$ cat src/rtl/bridge_pkg.sv
package bridge_pkg;
  localparam logic [7:0] CH_SP = 8'h20;
  localparam logic [7:0] CH_CR = 8'h0D;
  localparam logic [7:0] CH_LF = 8'h0A;
  localparam logic [7:0] CH_WR = 8'h57;
  localparam logic [7:0] CH_RD = 8'h52;

  typedef enum logic [1:0] {RP_BANNER, RP_READ, RP_WRITE} reply_kind_e;

  typedef enum logic [3:0] {
    PS_BOOT, PS_IDLE, PS_SEP1, PS_ADR, PS_SEP2, PS_DAT, PS_SEP3, PS_ISSUE, PS_WAIT
  } parse_st_e;

  function automatic logic is_hex(input logic [7:0] c);
    return (c >= 8'h30 && c <= 8'h39) || (c >= 8'h41 && c <= 8'h46) ||
           (c >= 8'h61 && c <= 8'h66);
  endfunction

  function automatic logic [3:0] hex_val(input logic [7:0] c);
    logic [7:0] t;
    if (c <= 8'h39)      t = c - 8'h30;
    else if (c <= 8'h46) t = c - 8'h37;
    else                 t = c - 8'h57;
    return t[3:0];
  endfunction

  function automatic logic [7:0] hex_chr(input logic [3:0] n);
    return (n < 4'd10) ? (8'h30 + {4'h0, n}) : (8'h37 + {4'h0, n});
  endfunction

  function automatic logic [7:0] banner_chr(input int i);
    case (i)
      0: return 8'h52;
      1: return 8'h45;
      2: return 8'h41;
      3: return 8'h44;
      4: return 8'h59;
      5: return CH_CR;
      default: return CH_LF;
    endcase
  endfunction
endpackage

$ cat src/rtl/cmd_parser.sv
module cmd_parser
  import bridge_pkg::*;
#(
  parameter int ADDR_W = 16,
  parameter int DATA_W = 16
) (
  input  logic              clk_i,
  input  logic              rst_ni,
  input  logic [7:0]        rx_data_i,
  input  logic              rx_valid_i,
  input  logic              resume_i,
  output logic              cmd_valid_o,
  output logic              cmd_we_o,
  output logic [ADDR_W-1:0] cmd_adr_o,
  output logic [DATA_W-1:0] cmd_dat_o
);
  localparam int ADR_DIG = ADDR_W / 4;
  localparam int DAT_DIG = DATA_W / 4;
  localparam int MAX_DIG = (ADR_DIG > DAT_DIG) ? ADR_DIG : DAT_DIG;
  localparam int CNT_W   = $clog2(MAX_DIG + 1);

  parse_st_e         state_q;
  logic              we_q;
  logic [ADDR_W-1:0] adr_q;
  logic [DATA_W-1:0] dat_q;
  logic [CNT_W-1:0]  cnt_q;
  logic [7:0]        c;

  assign c = rx_data_i;

  always_ff @(posedge clk_i or negedge rst_ni) begin
    if (!rst_ni) begin
      state_q <= PS_BOOT;
      we_q    <= 1'b0;
      adr_q   <= '0;
      dat_q   <= '0;
      cnt_q   <= '0;
    end else begin
      case (state_q)
        PS_BOOT, PS_WAIT: if (resume_i) state_q <= PS_IDLE;
        PS_ISSUE:         state_q <= PS_WAIT;
        default: if (rx_valid_i) begin
          case (state_q)
            PS_IDLE: if (c == CH_WR || c == CH_RD) begin
              we_q    <= (c == CH_WR);
              state_q <= PS_SEP1;
            end
            PS_SEP1: begin
              cnt_q   <= '0;
              state_q <= (c == CH_SP) ? PS_ADR : PS_IDLE;
            end
            PS_ADR: if (is_hex(c)) begin
              adr_q <= {adr_q[ADDR_W-5:0], hex_val(c)};
              cnt_q <= cnt_q + 1'b1;
              if (cnt_q == CNT_W'(ADR_DIG - 1)) state_q <= PS_SEP2;
            end else state_q <= PS_IDLE;
            PS_SEP2: begin
              cnt_q <= '0;
              if (c != CH_SP) state_q <= PS_IDLE;
              else            state_q <= we_q ? PS_DAT : PS_ISSUE;
            end
            PS_DAT: if (is_hex(c)) begin
              dat_q <= {dat_q[DATA_W-5:0], hex_val(c)};
              cnt_q <= cnt_q + 1'b1;
              if (cnt_q == CNT_W'(DAT_DIG - 1)) state_q <= PS_SEP3;
            end else state_q <= PS_IDLE;
            PS_SEP3: state_q <= (c == CH_SP) ? PS_ISSUE : PS_IDLE;
            default: state_q <= PS_IDLE;
          endcase
        end
      endcase
    end
  end

  assign cmd_valid_o = (state_q == PS_ISSUE);
  assign cmd_we_o    = we_q;
  assign cmd_adr_o   = adr_q;
  assign cmd_dat_o   = dat_q;

  // one cycle per command
  p_issue_pulse_r2: assert property (@(posedge clk_i) disable iff (!rst_ni)
    cmd_valid_o |=> !cmd_valid_o);
  // input ignored while waiting on the transaction
  p_wait_hold_r7: assert property (@(posedge clk_i) disable iff (!rst_ni)
    (state_q == PS_WAIT && !resume_i) |=> (state_q == PS_WAIT));
endmodule

$ cat src/rtl/wb_master.sv
module wb_master #(
  parameter int ADDR_W = 16,
  parameter int DATA_W = 16
) (
  input  logic              clk_i,
  input  logic              rst_ni,
  input  logic              cmd_valid_i,
  input  logic              cmd_we_i,
  input  logic [ADDR_W-1:0] cmd_adr_i,
  input  logic [DATA_W-1:0] cmd_dat_i,
  output logic              done_o,
  output logic              done_rd_o,
  output logic [DATA_W-1:0] rdata_o,
  output logic              wb_cyc_o,
  output logic              wb_stb_o,
  output logic              wb_we_o,
  output logic [ADDR_W-1:0] wb_adr_o,
  output logic [DATA_W-1:0] wb_dat_o,
  input  logic [DATA_W-1:0] wb_dat_i,
  input  logic              wb_ack_i
);
  logic              cyc_q, we_q, done_q, rd_q;
  logic [ADDR_W-1:0] adr_q;
  logic [DATA_W-1:0] dat_q, rdata_q;

  always_ff @(posedge clk_i or negedge rst_ni) begin
    if (!rst_ni) begin
      cyc_q   <= 1'b0;
      we_q    <= 1'b0;
      adr_q   <= '0;
      dat_q   <= '0;
      done_q  <= 1'b0;
      rd_q    <= 1'b0;
      rdata_q <= '0;
    end else begin
      done_q <= 1'b0;
      if (!cyc_q) begin
        if (cmd_valid_i) begin
          cyc_q <= 1'b1;
          we_q  <= cmd_we_i;
          adr_q <= cmd_adr_i;
          dat_q <= cmd_dat_i;
        end
      end else if (wb_ack_i) begin
        cyc_q  <= 1'b0;
        done_q <= 1'b1;
        rd_q   <= !we_q;
        if (!we_q) rdata_q <= wb_dat_i;
      end
    end
  end

  assign wb_cyc_o  = cyc_q;
  assign wb_stb_o  = cyc_q;
  assign wb_we_o   = we_q;
  assign wb_adr_o  = adr_q;
  assign wb_dat_o  = dat_q;
  assign done_o    = done_q;
  assign done_rd_o = rd_q;
  assign rdata_o   = rdata_q;

  p_hold_until_ack_r6: assert property (@(posedge clk_i) disable iff (!rst_ni)
    (cyc_q && !wb_ack_i) |=> cyc_q);
  p_fields_stable_r6: assert property (@(posedge clk_i) disable iff (!rst_ni)
    (cyc_q && !wb_ack_i) |=> ($stable(adr_q) && $stable(we_q) && $stable(dat_q)));
  p_no_overlap_r7: assert property (@(posedge clk_i) disable iff (!rst_ni)
    cmd_valid_i |-> !cyc_q);
endmodule

$ cat src/rtl/reply_gen.sv
module reply_gen
  import bridge_pkg::*;
#(
  parameter int DATA_W = 16
) (
  input  logic              clk_i,
  input  logic              rst_ni,
  input  logic              start_i,
  input  logic              start_rd_i,
  input  logic [DATA_W-1:0] rdata_i,
  output logic              done_o,
  output logic [7:0]        tx_data_o,
  output logic              tx_valid_o,
  input  logic              tx_ready_i
);
  localparam int ND      = DATA_W / 4;
  localparam int LEN_BAN = 7;
  localparam int LEN_RD  = ND + 2;
  localparam int LEN_WR  = 2;
  localparam int MAXLEN  = (LEN_RD > LEN_BAN) ? LEN_RD : LEN_BAN;
  localparam int IDX_W   = $clog2(MAXLEN + 1);

  logic              active_q, done_q;
  reply_kind_e       kind_q;
  logic [IDX_W-1:0]  idx_q, last;
  logic [DATA_W-1:0] rbuf_q;
  logic [7:0]        chr;

  always_comb begin
    case (kind_q)
      RP_BANNER: last = IDX_W'(LEN_BAN - 1);
      RP_READ:   last = IDX_W'(LEN_RD - 1);
      default:   last = IDX_W'(LEN_WR - 1);
    endcase
  end

  always_comb begin
    logic [DATA_W-1:0] sh;
    int i;
    i   = int'(idx_q);
    sh  = '0;
    chr = CH_LF;
    case (kind_q)
      RP_BANNER: chr = banner_chr(i);
      RP_READ: begin
        if (i < ND) begin
          sh  = rbuf_q >> (4 * (ND - 1 - i));
          chr = hex_chr(sh[3:0]);
        end else if (i == ND) chr = CH_CR;
      end
      default: chr = (i == 0) ? CH_CR : CH_LF;
    endcase
  end

  always_ff @(posedge clk_i or negedge rst_ni) begin
    if (!rst_ni) begin
      active_q <= 1'b1;
      kind_q   <= RP_BANNER;
      idx_q    <= '0;
      rbuf_q   <= '0;
      done_q   <= 1'b0;
    end else begin
      done_q <= 1'b0;
      if (active_q) begin
        if (tx_ready_i) begin
          if (idx_q == last) begin
            active_q <= 1'b0;
            idx_q    <= '0;
            done_q   <= 1'b1;
          end else idx_q <= idx_q + 1'b1;
        end
      end else if (start_i) begin
        active_q <= 1'b1;
        idx_q    <= '0;
        kind_q   <= start_rd_i ? RP_READ : RP_WRITE;
        rbuf_q   <= rdata_i;
      end
    end
  end

  assign tx_valid_o = active_q;
  assign tx_data_o  = chr;
  assign done_o     = done_q;

  p_tx_hold_r10: assert property (@(posedge clk_i) disable iff (!rst_ni)
    (tx_valid_o && !tx_ready_i) |=> (tx_valid_o && $stable(tx_data_o)));
  p_start_idle_r7: assert property (@(posedge clk_i) disable iff (!rst_ni)
    start_i |-> !active_q);
endmodule

$ cat src/rtl/ascii_wb_bridge.sv
module ascii_wb_bridge #(
  parameter int ADDR_W = 16,
  parameter int DATA_W = 16
) (
  input  logic              clk_i,
  input  logic              rst_ni,
  input  logic [7:0]        rx_data_i,
  input  logic              rx_valid_i,
  output logic [7:0]        tx_data_o,
  output logic              tx_valid_o,
  input  logic              tx_ready_i,
  output logic              wb_cyc_o,
  output logic              wb_stb_o,
  output logic              wb_we_o,
  output logic [ADDR_W-1:0] wb_adr_o,
  output logic [DATA_W-1:0] wb_dat_o,
  input  logic [DATA_W-1:0] wb_dat_i,
  input  logic              wb_ack_i
);
  logic              cmd_valid, cmd_we, txn_done, txn_rd, reply_done;
  logic [ADDR_W-1:0] cmd_adr;
  logic [DATA_W-1:0] cmd_dat, txn_rdata;

  cmd_parser #(.ADDR_W(ADDR_W), .DATA_W(DATA_W)) u_parser (
    .clk_i, .rst_ni, .rx_data_i, .rx_valid_i,
    .resume_i   (reply_done),
    .cmd_valid_o(cmd_valid),
    .cmd_we_o   (cmd_we),
    .cmd_adr_o  (cmd_adr),
    .cmd_dat_o  (cmd_dat)
  );

  wb_master #(.ADDR_W(ADDR_W), .DATA_W(DATA_W)) u_master (
    .clk_i, .rst_ni,
    .cmd_valid_i(cmd_valid),
    .cmd_we_i   (cmd_we),
    .cmd_adr_i  (cmd_adr),
    .cmd_dat_i  (cmd_dat),
    .done_o     (txn_done),
    .done_rd_o  (txn_rd),
    .rdata_o    (txn_rdata),
    .wb_cyc_o, .wb_stb_o, .wb_we_o, .wb_adr_o, .wb_dat_o, .wb_dat_i, .wb_ack_i
  );

  reply_gen #(.DATA_W(DATA_W)) u_reply (
    .clk_i, .rst_ni,
    .start_i   (txn_done),
    .start_rd_i(txn_rd),
    .rdata_i   (txn_rdata),
    .done_o    (reply_done),
    .tx_data_o, .tx_valid_o, .tx_ready_i
  );

  // no bus cycle while the banner is still going out
  p_banner_quiet_r1: assert property (@(posedge clk_i) disable iff (!rst_ni)
    (tx_valid_o && !wb_cyc_o) |=> !wb_cyc_o);
endmodule

$ cat config.mk
export PLATFORM = sky130hd
export DESIGN_NAME = ascii_wb_bridge
export DESIGN_NICKNAME = d
export VERILOG_FILES = /design/src/rtl/bridge_pkg.sv /design/src/rtl/cmd_parser.sv /design/src/rtl/wb_master.sv /design/src/rtl/reply_gen.sv /design/src/rtl/ascii_wb_bridge.sv
export SDC_FILE = /design/constraint.sdc
export NUM_CORES = 1
export LEC_CHECK = 0
export BUFFER_PORTS_ARGS = -buffer_cell sky130_fd_sc_hd__buf_2
export CAP_MARGIN = 20
export CORE_MARGIN = 5
export CORE_UTILIZATION = 60
export DETAILED_ROUTE_END_ITERATION = 12
export GPL_TIMING_DRIVEN = 0
export PLACE_DENSITY_LB_ADDON = 0.25
export RECOVER_POWER = 25
export SETUP_SLACK_MARGIN = 0.02
export SYNTH_ARGS = -nofsm -noshare
export SYNTH_HDL_FRONTEND = slang
export SYNTH_HIERARCHICAL = 1
export SYNTH_SLANG_ARGS = --single-unit
$ cat constraint.sdc
create_clock -name clk_i -period 4.2 [get_ports clk_i]
set_input_delay 0.84 -clock clk_i [delete_from_list [all_inputs] [get_ports clk_i]]
set_output_delay 0.84 -clock clk_i [all_outputs]
set_load 0.05 [all_outputs]
==> results of run 1 <==
==> per-layer routing <==
metal | vias up | part of all wire, % | track usage, %
met5 | - | 0 | 0
met4 | 0 | 2.7 | 8.77
met3 | 28 | 3.9 | 5.36
met2 | 86 | 51 | 37.5
met1 | 1755 | 43 | 28.2
li1 | 1634 | - | -
==> critical path, stage by stage (launching register included) <==
cell	delay (ns)
dfrtp_1	0.41
buf_2	0.19
or2_4	0.28
o22ai_2	0.24
inv_1	0.09
ha_1	0.28
a21oi_1	0.17
o211a_1	0.15
buf_2	0.25
==> worst paths after layout <==
path                                     start  slack (ns)  depth (start not counted)                    to
max                           u_reply/idx_q[1]        0.78                          8          tx_data_o[1]
min                         u_master/done_rd_o        0.49                          1     u_reply/kind_q[1]
max reg2reg                u_parser/state_q[0]        2.18                          6   u_parser/state_q[1]
min reg2reg                 u_master/done_rd_o        0.49                          1     u_reply/kind_q[1]
max in group asynchronous               rst_ni        1.60                          1    u_master/done_rd_o
min in group asynchronous               rst_ni        1.13                          1  u_master/rdata_o[10]
==> placed cells by master, fill, tap and decap left out, types with 8 or more instances in the layout <==
| cell | synthesis | layout |
|---|---|---|
| dfrtp_1 | 114 | 114 |
| buf_2 | 5 | 73 |
| mux2_2 | 64 | 64 |
| mux2_4 | 40 | 40 |
| clkbuf_16 | 0 | 16 |
| nand2_1 | 16 | 16 |
| nor2_1 | 13 | 13 |
| ha_1 | 12 | 12 |
| a21oi_1 | 11 | 11 |
| inv_1 | 10 | 10 |
| buf_6 | 9 | 8 |
==> cell families (layout without fill, tap and decap cells) <==
logic type | count (synthesis) | count (layout)
DFF | 115 | 115
muxes | 112 | 112
and+or+nand+nor | 78 | 78
AOI/OAI and AO/OA | 51 | 51
buffers and inverters | 34 | 136
adders and majority gates | 12 | 12
xor gates and xnor gates | 5 | 5
other | 1 | 1
==> registers in the layout, summed over array words and instances, names as in the netlist, 2 cells and up <==
| register | flops |
|---|---|
| u_reply/kind_q | 2 |
| u_parser/cmd_adr_o | 16 |
| u_master/rdata_o | 16 |
| u_master/wb_adr_o | 16 |
| u_master/wb_dat_o | 16 |
| u_reply/rbuf_q | 16 |
| u_parser/cnt_q | 3 |
| u_parser/state_q | 4 |
| u_reply/idx_q | 3 |
| u_parser/cmd_dat_o | 16 |
==> final cells by class <==
type	instances	area, um2
plain buffers	24	214
clock buffers	18	428
clock inverters	14	174
fillers	589	2470
inverters	10	37.5
multi-input cells	259	2480
flip-flops and latches	115	2880
well taps	111	139
repair buffers	70	372
==> stage by stage <==
stage          setup WS [ns]  cells
2_1_floorplan          0.816    408
6_report               0.776    621
3_3_place_gp            1.02    588
5_1_grt                0.552    621
4_1_cts                0.762    621
3_5_place_dp            1.31    589
==> power breakdown <==
group	total (mW)	switching, mW	internal [mW]
sequential	1.24	0.0537	1.18
clock	1.46	0.534	0.925
combinational	0.838	0.517	0.320
total	3.54	1.10	2.43
==> flow_summary.yaml, run 1 <==
placed_design:
  dpl-instance-area_um2: 6150
  hpwl_mm: 7.71
  gp_congestion: 0.894
  numPortBuffers: 69
sta:
  fin_setup_tns_ns: 0
  hold_viol_final: 0
  post-route-period-util_pct: 81.5
  fin_crit_ns: 3.42
  slew_violations: 48
  tightest_slew_ns: 2.58
  skew_ns: 0.00681
  rsz0062_at_grt: "no"
  setup_viol: 0
  hold_ws_ns: 0.486
  max_freq_mhz: 292
  slew_headroom_pct: -71.9
synth:
  synth_xor_area_share_pct: 0.777
  synth_seq_cells: 115
  synth_top_family_by_area: "multiplexers"
  synth_edf_count: 0
  yosys-top-cells-area: "dfrtp_1 (51%), mux2_2 (13%), mux2_4 (11%)"
  synth_commonest_cells: "dfrtp_1 (114), mux2_2 (64), mux2_4 (40)"
  synth_area_per_cell_um2: 13.8
  synthSimpleGateAreaFrac_pct: 8.86
  synthDistinctLibCells: 72
  synthMuxAreaShare_pct: 25.1
  synth_compound_area_share_pct: 6.82
  synthArstFlopShare_pct: 100
  synthAdderAreaFrac_pct: 2.67
  synth_nets: 449
  syn_inst: 408
  yosys.area.top_type: "dfrtp_1"
  ys_seq_area_share_pct: 51.1
  synthFlopType: "dfrtp_1"
  synth_warnings: 6
  synth_most_common_cell: "dfrtp_1"
  synth_top_area_share_pct: 50.6
  syn_area_um2: 5630
worst_setup_path:
  arrival_ns: 2.58
  crit_path_end_kind: "output pin"
  startpoint_type: "flop"
  cp_max_fo: 10
  timing_worst_setup_path_type: "reg2out"
  cp.required_ns: 3.36
clock_tree:
  cts_max_level: 4
  hold_buffers: 0
  cts_sinks: 115
  cts.path.max_buffers: 2
  numCtsBuffers: 17
  cts_resized: 0
  clkLatencyLatePin_ns: 0.51
  cts_tree: "built"
  root_buffer: "clkbuf_8"
  cts_setup_buffers: 0
  path_clk_slew_ns: 0.06
power_and_ir_drop:
  p_total_mw: 3.54
  p_leak_nw: 3.46
  power_density_nw_per_um2: 526
  peakVddDrop_mv: 0.313
floorplanning:
  die_h_um: 107
  start_util_pct: 61.3
  design.core.area_um2: 9200
  fp.dieArea_um2: 11400
  num_io_pins: 73
  die_x_um: 107
  placementRows: 35
finish:
  fin_util_pct: 73.1
  final_cell_area_um2: 6730
  diodes: 0
  fin_nets: 538
  drive_gt1_share_pct: 47.6
  area_growth_pct: 19.4
grt:
  grt_max_degree: 69
  grt_pass1_vias: 3757
  grtUsageTotal_pct: 22.4
  overflow: 0
  grt_antenna_before_repair: 0
  grt_pass1_wl_mm: 19.6
outcome:
  status: "complete, but fails checks"
  failed_checks: "max-capacitance violations, max-slew violations"
detailed_routing:
  drtAntennaViolNets: 0
  drt_iter0_markers: 125
  wl_per_cell_um: 18.8
  vias: 3503
  wirelength_mm: 11.7
  drc: 0
  dr.pass1.iters: 4
  via_per_inst: 5.64
run:
  max_cap_viol_count: 1
min_path:
  hp-class: "reg2reg"
(Power assumes the default switching activity.)
==> run 2: changes to the inputs <==
- CORE_UTILIZATION: 60 -> 52
- clock period: 4.2 -> 2.8 ns (I/O delays scaled with it)
==> flow_summary.yaml, run 2 (synthesized netlist as in run 1, its figures left out) <==
outcome:
  status: "complete, but fails checks"
  failed_checks: "negative setup slack"
finish:
  final_cell_mix: "dfrtp_1 (114), buf_2 (66), mux2_2 (64), mux2_4 (40)"
  fin_util_pct: 64.3
  final_common_cell: "dfrtp_1"
  fin_nets: 542
  multi_input_comb_area_um2: 2590
  diodes: 0
  fillers: 853
  drive_gt1_share_pct: 51.5
  seqCellArea_um2: 2880
  area_growth_pct: 22.6
sta:
  fin_crit_ns: 2.93
  hold_ws_ns: 0.285
  rsz0062_at_grt: "yes"
  fin_setup_tns_ns: -0.486
  setup_viol: 5
  final.setup.worst_slack_ns: -0.131
  slew_headroom_pct: 15.0
  max_freq_mhz: 341
  tightest_slew_ns: 1.27
  post-route-period-util_pct: 105
  hold_viol_final: 0
  skew_ns: 0.00668
  slew_violations: 0
worst_setup_path:
  worstReg2RegStart: "u_parser/state_q[0]"
  cp_max_fo: 6
  timing_worst_setup_path_type: "reg2out"
  critical_path.slowest_cell: "mux4_2"
  startpoint_type: "flop"
  cp_num_buf_inv: 2
  path_cells: "buf_6 > mux4_2 > nand2b_4 > ha_4 > a21oi_2 > o211a_1 > buf_6"
  slowest_delay_ns: 0.56
  cp_common_cell: "buf_6"
  r2r_setup_slack_ns: 0.83
  cpLargestDelayFamily: "multiplexers"
  arrival_ns: 2.37
  crit_path_end_kind: "output pin"
  reg2reg_to: "u_master/wb_adr_o[14]"
  r2r_cells: 7
  cp.required_ns: 2.24
detailed_routing:
  drt_iter0_markers: 148
  wl_per_cell_um: 17.2
  vias: 3484
  via_per_inst: 5.34
  dr.pass1.iters: 4
  drc: 0
  drtAntennaViolNets: 0
  wirelength_mm: 11.2
run:
  max_cap_viol_count: 0
grt:
  grt_max_degree: 64
  grt_pass1_wl_mm: 19.1
  overflow: 0
  grt_antenna_before_repair: 0
  grt_pass1_vias: 3795
  grtUsageTotal_pct: 18.9
power_and_ir_drop:
  power_density_nw_per_um2: 777
  p_total_mw: 5.36
  peakVddDrop_mv: 0.604
  p_leak_nw: 3.51
clock_tree:
  cts_max_level: 4
  hold_buffers: 0
  clkLatencyLatePin_ns: 0.51
  numCtsBuffers: 17
  path_clk_slew_ns: 0.05
  cts.path.max_buffers: 2
  root_buffer: "clkbuf_8"
  cts_tree: "built"
  cts_sinks: 115
floorplanning:
  die_x_um: 114
  num_io_pins: 73
  start_util_pct: 52.4
  design.core.area_um2: 10700
  die_h_um: 114
  fp.dieArea_um2: 13000
  placementRows: 38
placed_design:
  gp_congestion: 0.840
  numPortBuffers: 69
  hpwl_mm: 7.77
min_path:
  hold_path_depth: 2
  hp-class: "in2reg"
  holdPathEnd: "u_master/rdata_o[10]"
  min_from: "wb_dat_i[10]"
[run 2: cell count changes in the layout (fill, tap and decap cells not counted), sizes merged]
cell,before,now
buf,88,91
clkbuf,24,27
clkinv,2,6
clkinvlp,4,2
inv,15,10
[run 2: report_power, final]
group	switching (mW)	internal, mW	total, mW
registers	0.0735	1.78	1.85
logic	0.824	0.599	1.42
clock network	0.705	1.38	2.09
total	1.60	3.76	5.36
[run 2: timing repair]
action / CTS / global route
buffers inserted: 2 / 2
pin swaps: 3 / 4
gates resized for setup: 21 / 11
setup endpoints to repair: 6 / 7
[run 2: final cells by class]
cell class	instances	share of cell area [%]
flip-flops and latches	115	41.7
repair buffers	74	5.98
plain buffers	24	3.30
multi-input cells	259	37.5
well taps	140	2.54
inverters	10	0.544
clock inverters	11	1.96
clock buffers	20	6.45
[run 2: stage by stage]
| stage | std cells | setup slack [ns] | area, um2 |
|---|---|---|---|
| CTS | 651 | -0.186 | 6880 |
| global route | 653 | -0.221 | 6900 |
| floorplan | 408 | 0.149 | 5650 |
| global placement | 617 | -0.145 | 6170 |
| finish | 653 | -0.131 | 6900 |
| detailed placement | 618 | 0.200 | 6200 |
[run 2: how the worst max path moves through the flow]
stage                     start                     to  slack [ns]  cells after the start
2_1_floorplan  u_reply/idx_q[0]           tx_data_o[2]        0.15                      6
3_3_place_gp             rst_ni  u_master/wb_adr_o[13]       -0.15                      1
3_5_place_dp   u_reply/idx_q[1]           tx_data_o[6]        0.20                      8
4_1_cts        u_reply/idx_q[0]           tx_data_o[0]       -0.19                      7
5_1_grt        u_reply/idx_q[0]           tx_data_o[0]       -0.22                      7
6_report       u_reply/idx_q[0]           tx_data_o[1]       -0.13                      7
[run 2: metal layers]
layer,vias to the layer above,share of wire (%),global-route usage (%)
met2,68,52,31.8
li1,1650,-,-
met1,1753,43,23.3
met4,0,1.1,5.62
met3,13,4.4,6.03
met5,-,0,0
